==> src/rtl/lsu_pkg.sv <==
// Package: shared types and default widths for the word load/store unit.
// Assumes a power-of-two byte count per data word.
package lsu_pkg;

    localparam int LSU_ADDR_W = 32;
    localparam int LSU_DATA_W = 32;
    localparam int LSU_DISP_W = 16;

    // Classification of the request in the current cycle.
    typedef enum logic [1:0] {
        ACC_IDLE  = 2'd0,
        ACC_LOAD  = 2'd1,
        ACC_STORE = 2'd2,
        ACC_FAULT = 2'd3
    } acc_kind_e;

endpackage

==> src/rtl/lsu_agen.sv <==
// Address generator: sign-extends the displacement, adds it to the base and
// flags addresses that are not on a word boundary.
// Assumes DISP_W < ADDR_W and DATA_W a power-of-two multiple of 8.
module lsu_agen #(
    parameter int ADDR_W = 32,
    parameter int DATA_W = 32,
    parameter int DISP_W = 16
) (
    input  logic [ADDR_W-1:0] base_val,
    input  logic [DISP_W-1:0] disp,
    output logic [ADDR_W-1:0] eff_addr,
    output logic              misaligned
);
    localparam int BYTES    = DATA_W / 8;
    localparam int OFF_BITS = (BYTES > 1) ? $clog2(BYTES) : 1;
    localparam int EXT_W    = ADDR_W - DISP_W;

    logic [ADDR_W-1:0] disp_ext;

    // Widen the displacement by replicating its sign bit.
    always_comb begin
        disp_ext = {{EXT_W{disp[DISP_W-1]}}, disp};
    end

    // Add base and widened displacement; the result wraps modulo 2^ADDR_W.
    always_comb begin
        eff_addr = base_val + disp_ext;
    end

    // A word access is legal only when the low offset bits are zero.
    always_comb begin
        misaligned = |eff_addr[OFF_BITS-1:0];
    end

endmodule

==> src/rtl/lsu_memdrv.sv <==
// Memory port driver: turns the request class into enable, write strobe,
// byte enables and write data. Lanes are little-endian, so lane k carries
// bits [8k+7:8k]. Assumes the memory samples the port on the rising edge.
module lsu_memdrv
    import lsu_pkg::*;
#(
    parameter int ADDR_W = 32,
    parameter int DATA_W = 32
) (
    input  logic              clk,
    input  logic              rst_n,
    input  acc_kind_e         kind,
    input  logic [ADDR_W-1:0] eff_addr,
    input  logic [DATA_W-1:0] store_data,
    output logic [ADDR_W-1:0] mem_addr,
    output logic              mem_en,
    output logic              mem_we,
    output logic [DATA_W/8-1:0] mem_be,
    output logic [DATA_W-1:0] mem_wdata
);
    localparam int BYTES = DATA_W / 8;

    logic is_store;

    // Present the effective address to memory unchanged.
    always_comb begin
        mem_addr = eff_addr;
    end

    // Enable memory only for aligned loads and stores.
    always_comb begin
        is_store = (kind == ACC_STORE);
        mem_en   = (kind == ACC_LOAD) || is_store;
        mem_we   = is_store;
    end

    // One enable bit and one data lane per byte.
    for (genvar lane = 0; lane < BYTES; lane++) begin : g_lane
        // Drive this byte lane only during a store.
        always_comb begin
            mem_be[lane]            = is_store;
            mem_wdata[lane*8 +: 8]  = is_store ? store_data[lane*8 +: 8] : 8'h00;
        end
    end


    store_full_mask_chk: assert property (@(posedge clk) disable iff (!rst_n)
        mem_we |-> (mem_en && (mem_be == {BYTES{1'b1}})));


    no_mask_without_write_chk: assert property (@(posedge clk) disable iff (!rst_n)
        !mem_we |-> (mem_be == '0));

endmodule

==> src/rtl/lsu_resp.sv <==
// Response stage: registers load data and the valid strobe, and produces the
// one-cycle bus-error pulse. Assumes read data arrives in the request cycle.
module lsu_resp
    import lsu_pkg::*;
#(
    parameter int DATA_W = 32
) (
    input  logic              clk,
    input  logic              rst_n,
    input  acc_kind_e         kind,
    input  logic [DATA_W-1:0] mem_rdata,
    output logic              ld_valid,
    output logic [DATA_W-1:0] ld_data,
    output logic              err
);

    // Capture the strobes for the next cycle; reset clears them.
    always_ff @(posedge clk) begin
        if (!rst_n) begin
            ld_valid <= 1'b0;
            err      <= 1'b0;
        end else begin
            ld_valid <= (kind == ACC_LOAD);
            err      <= (kind == ACC_FAULT);
        end
    end

    // Latch the read word only on an aligned load; hold it otherwise.
    always_ff @(posedge clk) begin
        if (!rst_n) begin
            ld_data <= '0;
        end else if (kind == ACC_LOAD) begin
            ld_data <= mem_rdata;
        end
    end


    err_excludes_load_chk: assert property (@(posedge clk) disable iff (!rst_n)
        err |-> !ld_valid);


    ld_data_hold_chk: assert property (@(posedge clk) disable iff (!rst_n)
        !ld_valid |-> $stable(ld_data));

endmodule

==> src/rtl/lsu_word_unit.sv <==
// Top: aligned word load/store unit. One request per cycle, no stalls.
// Misaligned requests never reach memory and give a one-cycle error pulse
// in the following cycle. Assumes a memory with same-cycle read data.
module lsu_word_unit
    import lsu_pkg::*;
#(
    parameter int ADDR_W = LSU_ADDR_W,
    parameter int DATA_W = LSU_DATA_W,
    parameter int DISP_W = LSU_DISP_W
) (
    input  logic                clk,
    input  logic                rst_n,
    input  logic                req_valid,
    input  logic                req_store,
    input  logic [ADDR_W-1:0]   base_val,
    input  logic [DISP_W-1:0]   disp,
    input  logic [DATA_W-1:0]   store_data,
    input  logic [DATA_W-1:0]   mem_rdata,
    output logic [ADDR_W-1:0]   mem_addr,
    output logic                mem_en,
    output logic                mem_we,
    output logic [DATA_W/8-1:0] mem_be,
    output logic [DATA_W-1:0]   mem_wdata,
    output logic                ld_valid,
    output logic [DATA_W-1:0]   ld_data,
    output logic                err
);
    localparam int BYTES    = DATA_W / 8;
    localparam int OFF_BITS = (BYTES > 1) ? $clog2(BYTES) : 1;

    logic [ADDR_W-1:0] eff_addr;
    logic              misaligned;
    acc_kind_e         kind;

    lsu_agen #(.ADDR_W(ADDR_W), .DATA_W(DATA_W), .DISP_W(DISP_W)) u_agen (
        .base_val   (base_val),
        .disp       (disp),
        .eff_addr   (eff_addr),
        .misaligned (misaligned)
    );

    // Classify the current request; misalignment overrides load/store.
    always_comb begin
        if (!req_valid)      kind = ACC_IDLE;
        else if (misaligned) kind = ACC_FAULT;
        else if (req_store)  kind = ACC_STORE;
        else                 kind = ACC_LOAD;
    end

    lsu_memdrv #(.ADDR_W(ADDR_W), .DATA_W(DATA_W)) u_memdrv (
        .clk        (clk),
        .rst_n      (rst_n),
        .kind       (kind),
        .eff_addr   (eff_addr),
        .store_data (store_data),
        .mem_addr   (mem_addr),
        .mem_en     (mem_en),
        .mem_we     (mem_we),
        .mem_be     (mem_be),
        .mem_wdata  (mem_wdata)
    );

    lsu_resp #(.DATA_W(DATA_W)) u_resp (
        .clk       (clk),
        .rst_n     (rst_n),
        .kind      (kind),
        .mem_rdata (mem_rdata),
        .ld_valid  (ld_valid),
        .ld_data   (ld_data),
        .err       (err)
    );


    misaligned_no_touch_chk: assert property (@(posedge clk) disable iff (!rst_n)
        (req_valid && (mem_addr[OFF_BITS-1:0] != '0)) |-> (!mem_en && !mem_we && (mem_be == '0)));


    err_follows_fault_chk: assert property (@(posedge clk) disable iff (!rst_n)
        (req_valid && (mem_addr[OFF_BITS-1:0] != '0)) |=> err);


    load_returns_chk: assert property (@(posedge clk) disable iff (!rst_n)
        (mem_en && !mem_we) |=> (ld_valid && !err));


    idle_quiet_chk: assert property (@(posedge clk) disable iff (!rst_n)
        !req_valid |-> (!mem_en && !mem_we && (mem_be == '0) && (mem_wdata == '0)));

endmodule

==> config.mk <==
export PLATFORM = sky130hd
export DESIGN_NAME = lsu_word_unit
export DESIGN_NICKNAME = d
export VERILOG_FILES = /design/src/rtl/lsu_pkg.sv /design/src/rtl/lsu_agen.sv /design/src/rtl/lsu_memdrv.sv /design/src/rtl/lsu_resp.sv /design/src/rtl/lsu_word_unit.sv
export SDC_FILE = /design/constraint.sdc
export NUM_CORES = 1
export LEC_CHECK = 0
export ABC_CLOCK_PERIOD_IN_PS = 3400
export BUFFER_PORTS_ARGS = -buffer_cell sky130_fd_sc_hd__buf_2
export CAP_MARGIN = 20
export CORE_MARGIN = 2
export CORE_UTILIZATION = 43
export DETAILED_ROUTE_END_ITERATION = 12
export GPL_TIMING_DRIVEN = 0
export HOLD_SLACK_MARGIN = 0.08
export PLACE_DENSITY = 0.82
export SLEW_MARGIN = 10
export SYNTH_ARGS = -nofsm -noshare
export SYNTH_HDL_FRONTEND = slang
export SYNTH_SLANG_ARGS = --single-unit
==> constraint.sdc <==
create_clock -name clk -period 3.4 [get_ports clk]
set_input_delay 0.17 -clock clk [delete_from_list [all_inputs] [get_ports clk]]
set_output_delay 0.17 -clock clk [all_outputs]
set_load 0.03 [all_outputs]
Yosys cells after proc, flatten, opt, wreduce, memory -nomap -nowiden
Cells that the tools add are included. W data, S select, Z words.

Logic and storage cells: 16. Register bits: 34. Input port bits: 116.

Add/sub/neg operators: 1. Eq/ne operators: 3. Multiplexer cells: 7. Reduce and logical (&&, ||, !) cells: 2.

Operators by type and width (number): $add A32 B32 Y32 (1); $mux W8 (4); $mux W2 (3); $eq A2 B2 Y1 const B (2); $eq A2 B1 Y1 const B (1); $reduce_or A2 Y1 (1); $logic_or A1 B1 Y1 (1).

Depth between registers and ports, before layout
Gate-level depths: netlist of the first run.

Word-level depth: 6. Depth in mapped cells: 11. Mapped depth without buffers: 9.

By module
A second synthesis of the first run with hierarchy kept.

Cells, all modules: 463. Area total of the unflattened synthesis: 3692.3 µm².

Modules (own cells, without submodules): lsu_agen (instances 1, sequential area each 0.0 µm², cells an instance 241, area each 1750.4 µm²); lsu_resp (instances 1, sequential area each 680.7 µm², cells an instance 144, area each 1377.6 µm²); lsu_memdrv (instances 1, sequential area each 0.0 µm², cells an instance 75, area each 545.5 µm²); lsu_word_unit (instances 1, sequential area each 0.0 µm², cells an instance 3, area each 18.8 µm²).

Worst setup path before layout of the first run
OpenSTA, ideal clock, no wires.

Path type: in2reg. Start point: input base_val[0]. End point: register u_resp.ld_data[0]. Cell stages on the path: 9. Setup time: 117 ps. Path slack: 759 ps. Arrival time: 2525 ps. Required time: 3283 ps. Cells stage by stage: ha_1 -> fa_1 -> o31a_1 -> inv_1 -> ha_1 -> clkbuf_1 -> clkbuf_1 -> mux2i_1 -> nor2b_1.

Cells in the longest elaborated chain, start to end: 5.

RTL lines: start, declared (line lsu_word_unit.sv:15) `input logic [ADDR_W-1:0] base_val,`; $add A32 B32 Y32 (line lsu_agen.sv:27) `eff_addr = base_val + disp_ext;`; net mem_addr[1] (line lsu_word_unit.sv:19) `output logic [ADDR_W-1:0] mem_addr,`; $reduce_or A2 Y1 (line lsu_agen.sv:32) `misaligned = |eff_addr[OFF_BITS-1:0];`; $mux W2 (line lsu_word_unit.sv:45) `else if (misaligned) kind = ACC_FAULT;`; $mux W2 (line lsu_word_unit.sv:44) `if (!req_valid) kind = ACC_IDLE;`; $eq A2 B1 Y1 (line lsu_resp.sv:32) `end else if (kind == ACC_LOAD) begin`; end signal, assigned (line lsu_resp.sv:33) `ld_data <= mem_rdata;`; end, declared (line lsu_resp.sv:13) `output logic [DATA_W-1:0] ld_data,`.

The timed path passes the listed nets, and every way through them passes these cells. A chain may end at the register's enable or synchronous reset.

Final worst setup path of the first run
Start point: input disp[15]. End point: output mem_addr[29].

Cells in the longest elaborated chain, start to end: 1.

RTL lines: start, declared (line lsu_word_unit.sv:16) `input logic [DISP_W-1:0] disp,`; $add A32 B32 Y32 (line lsu_agen.sv:27); end, declared (line lsu_word_unit.sv:19).

Every way passes these cells.

==> impl_metrics.prom, run 1 <==
# TYPE chip_impl_metric gauge
chip_impl_metric{name="track_usage",unit="%"} 23.3
chip_impl_metric{name="leakagePower",unit="nW"} 2.40
chip_impl_info{name="synth_top_family_by_area",value="simple AND/OR/NAND/NOR gates"} 1
chip_impl_metric{name="netSwitchingPower",unit="mW"} 0.777
chip_impl_metric{name="compound_gate_portion_of_the_synthesized_area",unit="%"} 21.8
chip_impl_metric{name="grt_pass1_wl",unit="mm"} 16.0
chip_impl_metric{name="grt_start_max_net_pins",unit=""} 18
chip_impl_metric{name="post-cts-setup-buffers",unit=""} 0
chip_impl_metric{name="dp.final_hpwl",unit="mm"} 8.73
chip_impl_metric{name="post_synthesis_cell_area",unit="um2"} 3280
chip_impl_metric{name="setup_tns",unit="ps"} 0
chip_impl_metric{name="route.detailed.drc",unit=""} 0
chip_impl_metric{name="placeable_core_area",unit="um2"} 7330
chip_impl_metric{name="maxCapViolCount",unit=""} 0
chip_impl_metric{name="floorplan.initialDensity",unit="%"} 44.8
chip_impl_info{name="worst_hold_path_type",value="in2reg"} 1
chip_impl_metric{name="synth_fa_ha_area_share",unit="%"} 13.6
chip_impl_metric{name="cp_num_buf_inv",unit=""} 3
chip_impl_metric{name="routed_wirelength",unit="mm"} 10.2
chip_impl_info{name="cts_tree",value="yes"} 1
chip_impl_metric{name="post-place-cells",unit=""} 719
chip_impl_info{name="critical_path.cell_chain",value="buf_2, ha_1, clkbuf_1, a21oi_1, nor2b_1, nor3_1, o31ai_1, a41oi_1, nor4_1, a311o_1, buf_2"} 1
chip_impl_metric{name="overflow_left_after_global_routing",unit=""} 0
chip_impl_metric{name="worstPathArrival",unit="ps"} 2680
chip_impl_metric{name="number_of_gates_resized_after_cts",unit=""} 0
chip_impl_metric{name="chipWidth",unit="um"} 91.3
chip_impl_metric{name="final_layout_size_suffix_gt1_share",unit="%"} 38.5
chip_impl_metric{name="num_io_pins",unit=""} 220
chip_impl_metric{name="switching_share",unit="%"} 45.5
chip_impl_metric{name="logic_pwr_share",unit="%"} 56.9
chip_impl_info{name="root_buffer",value="sky130_fd_sc_hd__clkbuf_8"} 1
chip_impl_info{name="reg2reg_from",value="u_resp.ld_data[18]"} 1
chip_impl_metric{name="rows",unit=""} 31
chip_impl_metric{name="report.final.slew_viol_count",unit=""} 0
chip_impl_metric{name="synth-warning-count",unit=""} 0
chip_impl_metric{name="n_antenna_cell",unit=""} 0
chip_impl_metric{name="full_die_area",unit="um2"} 8340
chip_impl_metric{name="synth_area_per_cell",unit="um2"} 8.18
chip_impl_metric{name="reg2reg_setup_slack",unit="ps"} 2740
chip_impl_metric{name="routed_wire_length_per_instance",unit="um"} 14.0
chip_impl_info{name="critical-path-slowest-cell",value="sky130_fd_sc_hd__a41oi_1"} 1
chip_impl_metric{name="fp.dieH",unit="um"} 91.3
chip_impl_metric{name="drt_pass1_iterations",unit=""} 4
chip_impl_metric{name="synth.net_count",unit=""} 552
chip_impl_metric{name="pre_cts_ws",unit="ps"} 506
chip_impl_metric{name="number_of_flops_mapped_to_enable_cells_by_yosys",unit=""} 0
chip_impl_metric{name="cellPowerDensity",unit="nW/um2"} 372
chip_impl_metric{name="via_count",unit=""} 3735
chip_impl_info{name="path_common_cell",value="sky130_fd_sc_hd__buf_2"} 1
chip_impl_info{name="crit_type",value="in2out"} 1
chip_impl_metric{name="initial_drc_count",unit=""} 137
chip_impl_metric{name="final-setup-viol-count",unit=""} 0
chip_impl_metric{name="post-layout-total-power",unit="mW"} 1.71
chip_impl_info{name="worstSetupEndpoint",value="mem_addr[29]"} 1
chip_impl_metric{name="internal_power",unit="mW"} 0.931
chip_impl_metric{name="final_cells",unit=""} 727
chip_impl_metric{name="max_slew.worst_pin.slew",unit="ps"} 723
chip_impl_metric{name="headroom_to_the_max_slew_limit",unit="%"} 51.8
chip_impl_metric{name="finalHoldViolCount",unit=""} 0
chip_impl_info{name="dominantRegCellSynth",value="sky130_fd_sc_hd__dfxtp_1"} 1
chip_impl_info{name="critPathLaunch",value="disp[15]"} 1
chip_impl_metric{name="cts.hold.buffers_added",unit=""} 0
chip_impl_metric{name="critPathMaxFanout",unit=""} 17
chip_impl_metric{name="clock_path_buffers",unit=""} 2
chip_impl_metric{name="antenna_violations_before_repair",unit=""} 0
chip_impl_metric{name="synth_xor_xnor_area_share",unit="%"} 8.01
chip_impl_metric{name="finalNetCount",unit=""} 778
chip_impl_info{name="reg2reg_to",value="u_resp.ld_data[18]"} 1
chip_impl_metric{name="max_freq",unit="MHz"} 350
chip_impl_info{name="cp-end-kind",value="output pin"} 1
chip_impl_info{name="grt_setup_unrepaired",value="no"} 1
chip_impl_metric{name="min_period",unit="ps"} 2850
chip_impl_metric{name="postSynth.asyncResetShare",unit="%"} 0
chip_impl_metric{name="port_buffers",unit=""} 219
chip_impl_metric{name="finalHoldWorstSlack",unit="ps"} 143
chip_impl_metric{name="postLayoutSetupSlackWorst",unit="ps"} 547
chip_impl_metric{name="detail-route-antenna-nets",unit=""} 0
chip_impl_metric{name="layout_worst_path_cycle_share",unit="%"} 83.9
chip_impl_metric{name="number_of_instances_in_the_synthesized_netlist",unit=""} 401
chip_impl_metric{name="finalClockSkew",unit="ps"} 0
chip_impl_metric{name="flow.area_growth_from_synthesis",unit="%"} 40.1
chip_impl_info{name="outcome",value="finished clean"} 1
chip_impl_metric{name="cts-buffers-inserted",unit=""} 5
chip_impl_metric{name="htree_num_levels",unit=""} 2
chip_impl_metric{name="cpPeakStageDelay",unit="ps"} 370
chip_impl_info{name="critical_path.startpoint_type",value="input pin"} 1
chip_impl_metric{name="cts.reportedPaths.clkPinSlew",unit="ps"} 70
chip_impl_metric{name="reg2regPathDepth",unit=""} 2
chip_impl_info{name="kind_of_cell_adding_the_most_delay_to_the_critical_path",value="compound AO/OA/AOI/OAI gates"} 1
chip_impl_metric{name="yosys.area_share.simple",unit="%"} 21.9
chip_impl_metric{name="yosys_register_bits",unit=""} 34
chip_impl_metric{name="worst_skew_pair.late_latency",unit="ps"} 270
chip_impl_metric{name="grt_pass1_vias",unit=""} 3537
chip_impl_metric{name="synth.distinct_cells",unit=""} 51
chip_impl_metric{name="synth.yosys.seq_area_share",unit="%"} 20.7
chip_impl_metric{name="clock_sinks",unit=""} 34
chip_impl_metric{name="place.gp.congestion",unit=""} 0.918
chip_impl_metric{name="pwr-share-clk",unit="%"} 17.7
chip_impl_metric{name="timing.critical_path.depth",unit=""} 11
chip_impl_metric{name="required",unit="ps"} 3230
chip_impl_metric{name="share_of_cell_area_taken_by_muxes_after_synthesis",unit="%"} 9.76
chip_impl_metric{name="vdd_ir_drop_max",unit="V"} 0.000187
chip_impl_metric{name="seqPwrFrac",unit="%"} 25.4
chip_impl_metric{name="detail_route.vias_per_cell",unit=""} 5.14
-- kinds of logic (layout without fill, tap and decap cells) --
logic type | after synthesis | in the layout
and+or+nand+nor | 131 | 131
AOI/OAI and AO/OA | 107 | 107
adders and majority gates | 35 | 35
DFF | 34 | 34
muxes | 32 | 32
buffers and inverters | 32 | 259
xor gates and xnor gates | 30 | 30
-- Yosys cell counts, drive strengths merged (2+ instances only) --
| master | count | area share [%] |
|---|---|---|
| nor3 | 2 | 0.31 |
| a211o | 2 | 0.53 |
| nand4 | 2 | 0.38 |
| dfxtp | 34 | 21 |
| nand2 | 26 | 3.1 |
| a21oi | 39 | 6.1 |
| xnor2 | 18 | 4.8 |
| nand2b | 2 | 0.38 |
| nand3 | 6 | 0.92 |
| xor2 | 12 | 3.2 |
| o21a | 5 | 1.1 |
| and3 | 3 | 0.57 |
| o211ai | 6 | 1.5 |
| nor4 | 2 | 0.38 |
| inv | 12 | 1.4 |
| ha | 34 | 13 |
| o21bai | 4 | 0.92 |
| a211oi | 5 | 1.1 |
| nor2b | 36 | 6.9 |
| a21o | 8 | 1.8 |
| and2 | 34 | 6.5 |
| nor2 | 15 | 1.7 |
| buf | 5 | 1.1 |
| o21ai | 22 | 3.5 |
| o31ai | 3 | 0.69 |
| a41oi | 2 | 0.76 |
| mux2i | 32 | 9.8 |
| clkbuf | 15 | 1.8 |
-- state kept, by name (all words and copies together), names as in the netlist --
name / count
u_resp.ld_valid: 1
u_resp.err: 1
u_resp.ld_data: 32
-- routing by layer --
| layer | vias to the layer above | share of wire (%) | global-route usage [%] |
|---|---|---|---|
| li1 | 1870 | - | - |
| met1 | 1696 | 43 | 29.9 |
| met2 | 154 | 47 | 39.3 |
| met3 | 15 | 8.5 | 5.73 |
| met4 | 0 | 1.4 | 5.30 |
| met5 | - | 0 | 0 |
-- metrics by stage --
| stage | cell area, um2 | utilization [%] |
|---|---|---|
| global placement | 4500 | 61.4 |
| detailed placement | 4500 | 61.4 |
| finish | 4600 | 62.7 |
| floorplan | 3280 | - |
| global route | 4600 | 62.7 |
| CTS | 4600 | 62.7 |
-- worst register-to-register path, stage by stage, from the launching register on --
cell	delay, ps
sky130_fd_sc_hd__dfxtp_1	310
sky130_fd_sc_hd__mux2i_1	170
sky130_fd_sc_hd__nor2b_1	70
-- power groups by stage --
stage	clock network, mW	registers, mW	logic (mW)
3_5_place_dp	0	0.443	0.966
3_3_place_gp	0	0.441	0.955
4_1_cts	0.310	0.434	0.972
5_1_grt	0.338	0.436	1.04
6_report	0.302	0.434	0.972
2_1_floorplan	0	0.492	0.634
-- final cells by class --
cell class	instances	area [um2]
Sequential cell	34	681
Inverter	12	45.0
Fill cell	645	2740
Multi-Input combinational cell	335	2460
Timing Repair Buffer	219	1100
Clock inverter	2	12.5
Tap cell	99	124
Buffer	20	92.6
Clock buffer	6	82.6
-- worst min path at each step --
stage,start,end,slack [ps],depth (start not counted)
2_1_floorplan,rst_n,u_resp.ld_data[12],300,1
3_3_place_gp,mem_rdata[25],u_resp.ld_data[25],430,3
3_5_place_dp,mem_rdata[31],u_resp.ld_data[31],440,3
4_1_cts,mem_rdata[31],u_resp.ld_data[31],140,3
5_1_grt,mem_rdata[10],u_resp.ld_data[10],150,3
6_report,mem_rdata[31],u_resp.ld_data[31],140,3
-- cell usage in the layout (no fill, tap or decap), drive strengths merged, types with 2 or more instances in the layout --
master,netlist,routed
a41oi,2,2
nor4,2,2
nor2b,36,36
and3,3,3
o21bai,4,4
mux2i,32,32
dfxtp,34,34
nand2b,2,2
nand4,2,2
a21oi,39,39
o211ai,6,6
a21o,8,8
xnor2,18,18
and2,34,34
o21a,5,5
nor2,15,15
nor3,2,2
xor2,12,12
nand3,6,6
a211o,2,2
buf,5,224
ha,34,34
inv,12,12
clkbuf,15,21
a211oi,5,5
o31ai,3,3
o21ai,22,22
nand2,26,26
Note: power is estimated with default switching activity, not from simulation.
==> run 2, diff against run 1 <==
--- a/config.mk
+++ b/config.mk
@@ -5,11 +5,12 @@
 export SDC_FILE = /design/constraint.sdc
 export NUM_CORES = 1
 export LEC_CHECK = 0
-export ABC_CLOCK_PERIOD_IN_PS = 3400
+export ABC_AREA = 1
+export ABC_CLOCK_PERIOD_IN_PS = 2940
 export BUFFER_PORTS_ARGS = -buffer_cell sky130_fd_sc_hd__buf_2
 export CAP_MARGIN = 20
 export CORE_MARGIN = 2
-export CORE_UTILIZATION = 43
+export CORE_UTILIZATION = 45
 export DETAILED_ROUTE_END_ITERATION = 12
 export GPL_TIMING_DRIVEN = 0
 export HOLD_SLACK_MARGIN = 0.08
==> constraint.sdc (replaced) <==
create_clock -name clk -period 2.94 [get_ports clk]
set_input_delay 0.147 -clock clk [delete_from_list [all_inputs] [get_ports clk]]
set_output_delay 0.147 -clock clk [all_outputs]
set_load 0.03 [all_outputs]
==> impl_metrics.prom, run 2 <==
# TYPE chip_impl_metric gauge
chip_impl_metric{name="multi_input_logic_area",unit="um2"} 2490
chip_impl_metric{name="layout.cell_area.non_filler",unit="um2"} 5200
chip_impl_info{name="final_common_cell",value="sky130_fd_sc_hd__nand2_1"} 1
chip_impl_metric{name="compound_gate_portion_of_the_synthesized_area",unit="%"} 7.54
chip_impl_metric{name="finalHoldViolCount",unit=""} 0
chip_impl_metric{name="min_period",unit="ps"} 2590
chip_impl_metric{name="layout.core_utilization",unit="%"} 63.3
chip_impl_metric{name="finalClockSkew",unit="ps"} 0
chip_impl_metric{name="largest_reg_flops",unit=""} 32
chip_impl_info{name="reg2reg_to",value="u_resp.ld_data[7]"} 1
chip_impl_metric{name="dp.final_hpwl",unit="mm"} 9.85
chip_impl_metric{name="routed_wirelength",unit="mm"} 11.3
chip_impl_info{name="dominantRegCellSynth",value="sky130_fd_sc_hd__dfxtp_1"} 1
chip_impl_metric{name="htree_num_levels",unit=""} 2
chip_impl_metric{name="cts-buffers-inserted",unit=""} 5
chip_impl_info{name="regMostFlops",value="u_resp.ld_data"} 1
chip_impl_metric{name="synth-warning-count",unit=""} 0
chip_impl_metric{name="chipWidth",unit="um"} 96.1
chip_impl_metric{name="worst_skew_pair.late_latency",unit="ps"} 280
chip_impl_metric{name="post-place-cells",unit=""} 1042
chip_impl_info{name="cp-end-kind",value="output pin"} 1
chip_impl_metric{name="final-setup-viol-count",unit=""} 0
chip_impl_info{name="grt_setup_unrepaired",value="no"} 1
chip_impl_metric{name="antenna_violations_before_repair",unit=""} 0
chip_impl_metric{name="flow.area_growth_from_synthesis",unit="%"} 36.4
chip_impl_metric{name="number_of_instances_in_the_synthesized_netlist",unit=""} 718
chip_impl_info{name="synth_area_leaders",value="sky130_fd_sc_hd__nand2_1 (26%), sky130_fd_sc_hd__dfxtp_1 (18%), sky130_fd_sc_hd__inv_1 (15%)"} 1
chip_impl_info{name="timing.hold.worst_endpoint",value="u_resp.ld_data[25]"} 1
chip_impl_metric{name="setup_tns",unit="ps"} 0
chip_impl_metric{name="synth_xor_xnor_area_share",unit="%"} 3.67
chip_impl_metric{name="route.detailed.drc",unit=""} 0
chip_impl_info{name="synth_top_family_by_area",value="simple AND/OR/NAND/NOR gates"} 1
chip_impl_metric{name="routed_wire_length_per_instance",unit="um"} 10.8
chip_impl_metric{name="vdd_ir_drop_max",unit="V"} 0.000222
chip_impl_metric{name="drt_pass1_iterations",unit=""} 5
chip_impl_metric{name="synth_largest_type_area_fraction",unit="%"} 25.7
chip_impl_metric{name="report.final.slew_viol_count",unit=""} 0
chip_impl_info{name="most_frequent_cells_in_the_layout",value="sky130_fd_sc_hd__nand2_1 (261), sky130_fd_sc_hd__buf_2 (219), sky130_fd_sc_hd__inv_1 (152)"} 1
chip_impl_metric{name="yosys_register_bits",unit=""} 34
chip_impl_info{name="synth_top_cells_by_count",value="sky130_fd_sc_hd__nand2_1 (261), sky130_fd_sc_hd__inv_1 (152), sky130_fd_sc_hd__nor2_1 (102)"} 1
chip_impl_info{name="hold_path.startpoint",value="mem_rdata[25]"} 1
chip_impl_metric{name="via_count",unit=""} 4759
chip_impl_metric{name="floorplan.initialDensity",unit="%"} 46.4
chip_impl_metric{name="overflow_left_after_global_routing",unit=""} 0
chip_impl_metric{name="cts.reportedPaths.clkPinSlew",unit="ps"} 70
chip_impl_metric{name="final_cells",unit=""} 1052
chip_impl_metric{name="finalNetCount",unit=""} 1097
chip_impl_info{name="reg2reg_from",value="u_resp.ld_data[7]"} 1
chip_impl_metric{name="cellPowerDensity",unit="nW/um2"} 421
chip_impl_metric{name="port_buffers",unit=""} 219
chip_impl_metric{name="postSynth.asyncResetShare",unit="%"} 0
chip_impl_info{name="post-synth-top-area-cell",value="sky130_fd_sc_hd__nand2_1"} 1
chip_impl_metric{name="reg2reg_setup_slack",unit="ps"} 2250
chip_impl_metric{name="place.gp.congestion",unit=""} 0.894
chip_impl_metric{name="fillerInstances",unit=""} 865
chip_impl_metric{name="reg2regPathDepth",unit=""} 2
chip_impl_metric{name="track_usage",unit="%"} 23.3
chip_impl_metric{name="synth.distinct_cells",unit=""} 21
chip_impl_metric{name="clock_path_buffers",unit=""} 2
chip_impl_metric{name="rows",unit=""} 33
chip_impl_metric{name="leakagePower",unit="nW"} 3.66
chip_impl_metric{name="synth.net_count",unit=""} 869
chip_impl_info{name="cts_tree",value="yes"} 1
chip_impl_metric{name="full_die_area",unit="um2"} 9230
chip_impl_metric{name="fp.dieH",unit="um"} 96.1
chip_impl_info{name="registers_with_the_most_flip_flops",value="u_resp.ld_data x32, u_resp.err x1, u_resp.ld_valid x1"} 1
chip_impl_metric{name="synth_area_per_cell",unit="um2"} 5.31
chip_impl_info{name="worst_hold_path_type",value="in2reg"} 1
chip_impl_metric{name="maxCapViolCount",unit=""} 0
chip_impl_metric{name="number_of_gates_resized_after_cts",unit=""} 0
chip_impl_metric{name="max_slew.worst_pin.slew",unit="ps"} 446
chip_impl_info{name="critical_path.startpoint_type",value="input pin"} 1
chip_impl_metric{name="headroom_to_the_max_slew_limit",unit="%"} 70.2
chip_impl_metric{name="placeable_core_area",unit="um2"} 8220
chip_impl_metric{name="synth_fa_ha_area_share",unit="%"} 11.7
chip_impl_metric{name="holdPathStages",unit=""} 3
chip_impl_info{name="post-synth-top-count-cell",value="sky130_fd_sc_hd__nand2_1"} 1
chip_impl_metric{name="grt_start_max_net_pins",unit=""} 18
chip_impl_metric{name="worstPathArrival",unit="ps"} 2440
chip_impl_metric{name="critPathMaxFanout",unit=""} 10
chip_impl_metric{name="num_io_pins",unit=""} 220
chip_impl_metric{name="yosys.area_share.simple",unit="%"} 42.3
chip_impl_metric{name="post-cts-setup-buffers",unit=""} 0
chip_impl_metric{name="final_layout_size_suffix_gt1_share",unit="%"} 25.4
chip_impl_metric{name="synth.yosys.seq_area_share",unit="%"} 17.8
chip_impl_metric{name="number_of_flops_mapped_to_enable_cells_by_yosys",unit=""} 0
chip_impl_metric{name="clock_sinks",unit=""} 34
chip_impl_metric{name="required",unit="ps"} 2790
chip_impl_metric{name="post_synthesis_cell_area",unit="um2"} 3810
chip_impl_metric{name="post-layout-total-power",unit="mW"} 2.19
chip_impl_metric{name="seqCellArea",unit="um2"} 681
chip_impl_metric{name="place_area",unit="um2"} 5040
chip_impl_info{name="crit_type",value="in2out"} 1
chip_impl_metric{name="max_freq",unit="MHz"} 386
chip_impl_metric{name="detail-route-antenna-nets",unit=""} 0
chip_impl_metric{name="layout_worst_path_cycle_share",unit="%"} 88.2
chip_impl_info{name="outcome",value="finished clean"} 1
chip_impl_metric{name="detail_route.vias_per_cell",unit=""} 4.52
chip_impl_metric{name="cts.hold.buffers_added",unit=""} 2
chip_impl_info{name="root_buffer",value="sky130_fd_sc_hd__clkbuf_8"} 1
chip_impl_metric{name="n_antenna_cell",unit=""} 0
chip_impl_metric{name="initial_drc_count",unit=""} 95
chip_impl_metric{name="grt_pass1_vias",unit=""} 4014
chip_impl_metric{name="share_of_cell_area_taken_by_muxes_after_synthesis",unit="%"} 0
chip_impl_metric{name="grt_pass1_wl",unit="mm"} 17.2
## run 2: cell count changes in the layout (fill, tap and decap cells not counted), moves of 20 or more
cell                      delta
sky130_fd_sc_hd__and2_1     -33
sky130_fd_sc_hd__inv_1     +140
sky130_fd_sc_hd__nand2_1   +236
sky130_fd_sc_hd__nand3_1    +20
sky130_fd_sc_hd__nor2_1     +87
sky130_fd_sc_hd__nor2b_1    -36
sky130_fd_sc_hd__mux2i_1    -32
## run 2: worst max path at each step
stage	end	from	depth (start not counted)
4_1_cts	mem_wdata[25]	base_val[0]	12
5_1_grt	mem_wdata[22]	base_val[0]	12
3_3_place_gp	mem_wdata[25]	base_val[0]	12
6_report	mem_wdata[22]	base_val[0]	12
3_5_place_dp	mem_wdata[25]	base_val[0]	12
2_1_floorplan	mem_wdata[0]	base_val[0]	10
## run 2: power by group
part | switching (mW) | leakage [nW] | internal (mW)
clock network | 0.163 | 0.0714 | 0.362
logic | 0.784 | 3.31 | 0.363
registers | 0.0169 | 0.281 | 0.501
## run 2: area by class of cell
type	count	area share (%)
Tap cell	105	2.52
Timing Repair Buffer	221	21.4
Inverter	152	11.0
Multi-Input combinational cell	516	47.8
Sequential cell	34	13.1
Clock buffer	6	1.59
Buffer	16	1.44
Clock inverter	2	1.15
## run 2: cell families after synthesis
logic type,Yosys count
AOI/OAI and AO/OA,56
xor gates and xnor gates,16
adders and majority gates,35
buffers and inverters,168
DFF,34
and+or+nand+nor,409
## run 2: routing by layer
metal	share of wire, %	vias to the layer above	wire length, um	track usage [%]
met5	0	-	0	0
met4	2.0	0	226	7.86
met3	7.7	18	873	3.29
met2	49	149	5510	42.7
met1	42	1997	4720	27.5
li1	-	2595	-	-
## run 2: worst max-delay path, cell delays in order
cell and delay [ps]:
sky130_fd_sc_hd__buf_2 100, sky130_fd_sc_hd__ha_1 240, sky130_fd_sc_hd__fa_1 460, sky130_fd_sc_hd__inv_1 80, sky130_fd_sc_hd__nand3_1 50, sky130_fd_sc_hd__and2_1 160, sky130_fd_sc_hd__inv_1 60, sky130_fd_sc_hd__ha_1 400
sky130_fd_sc_hd__clkbuf_1 370, sky130_fd_sc_hd__nand2_1 100, sky130_fd_sc_hd__inv_1 70, sky130_fd_sc_hd__buf_2 200
## run 2: through the flow
stage	setup WS [ps]	hold slack [ps]
CTS	308	80.9
detailed placement	310	376
global placement	300	370
global route	88.7	81.7
finish	348	84.3
floorplan	375	282
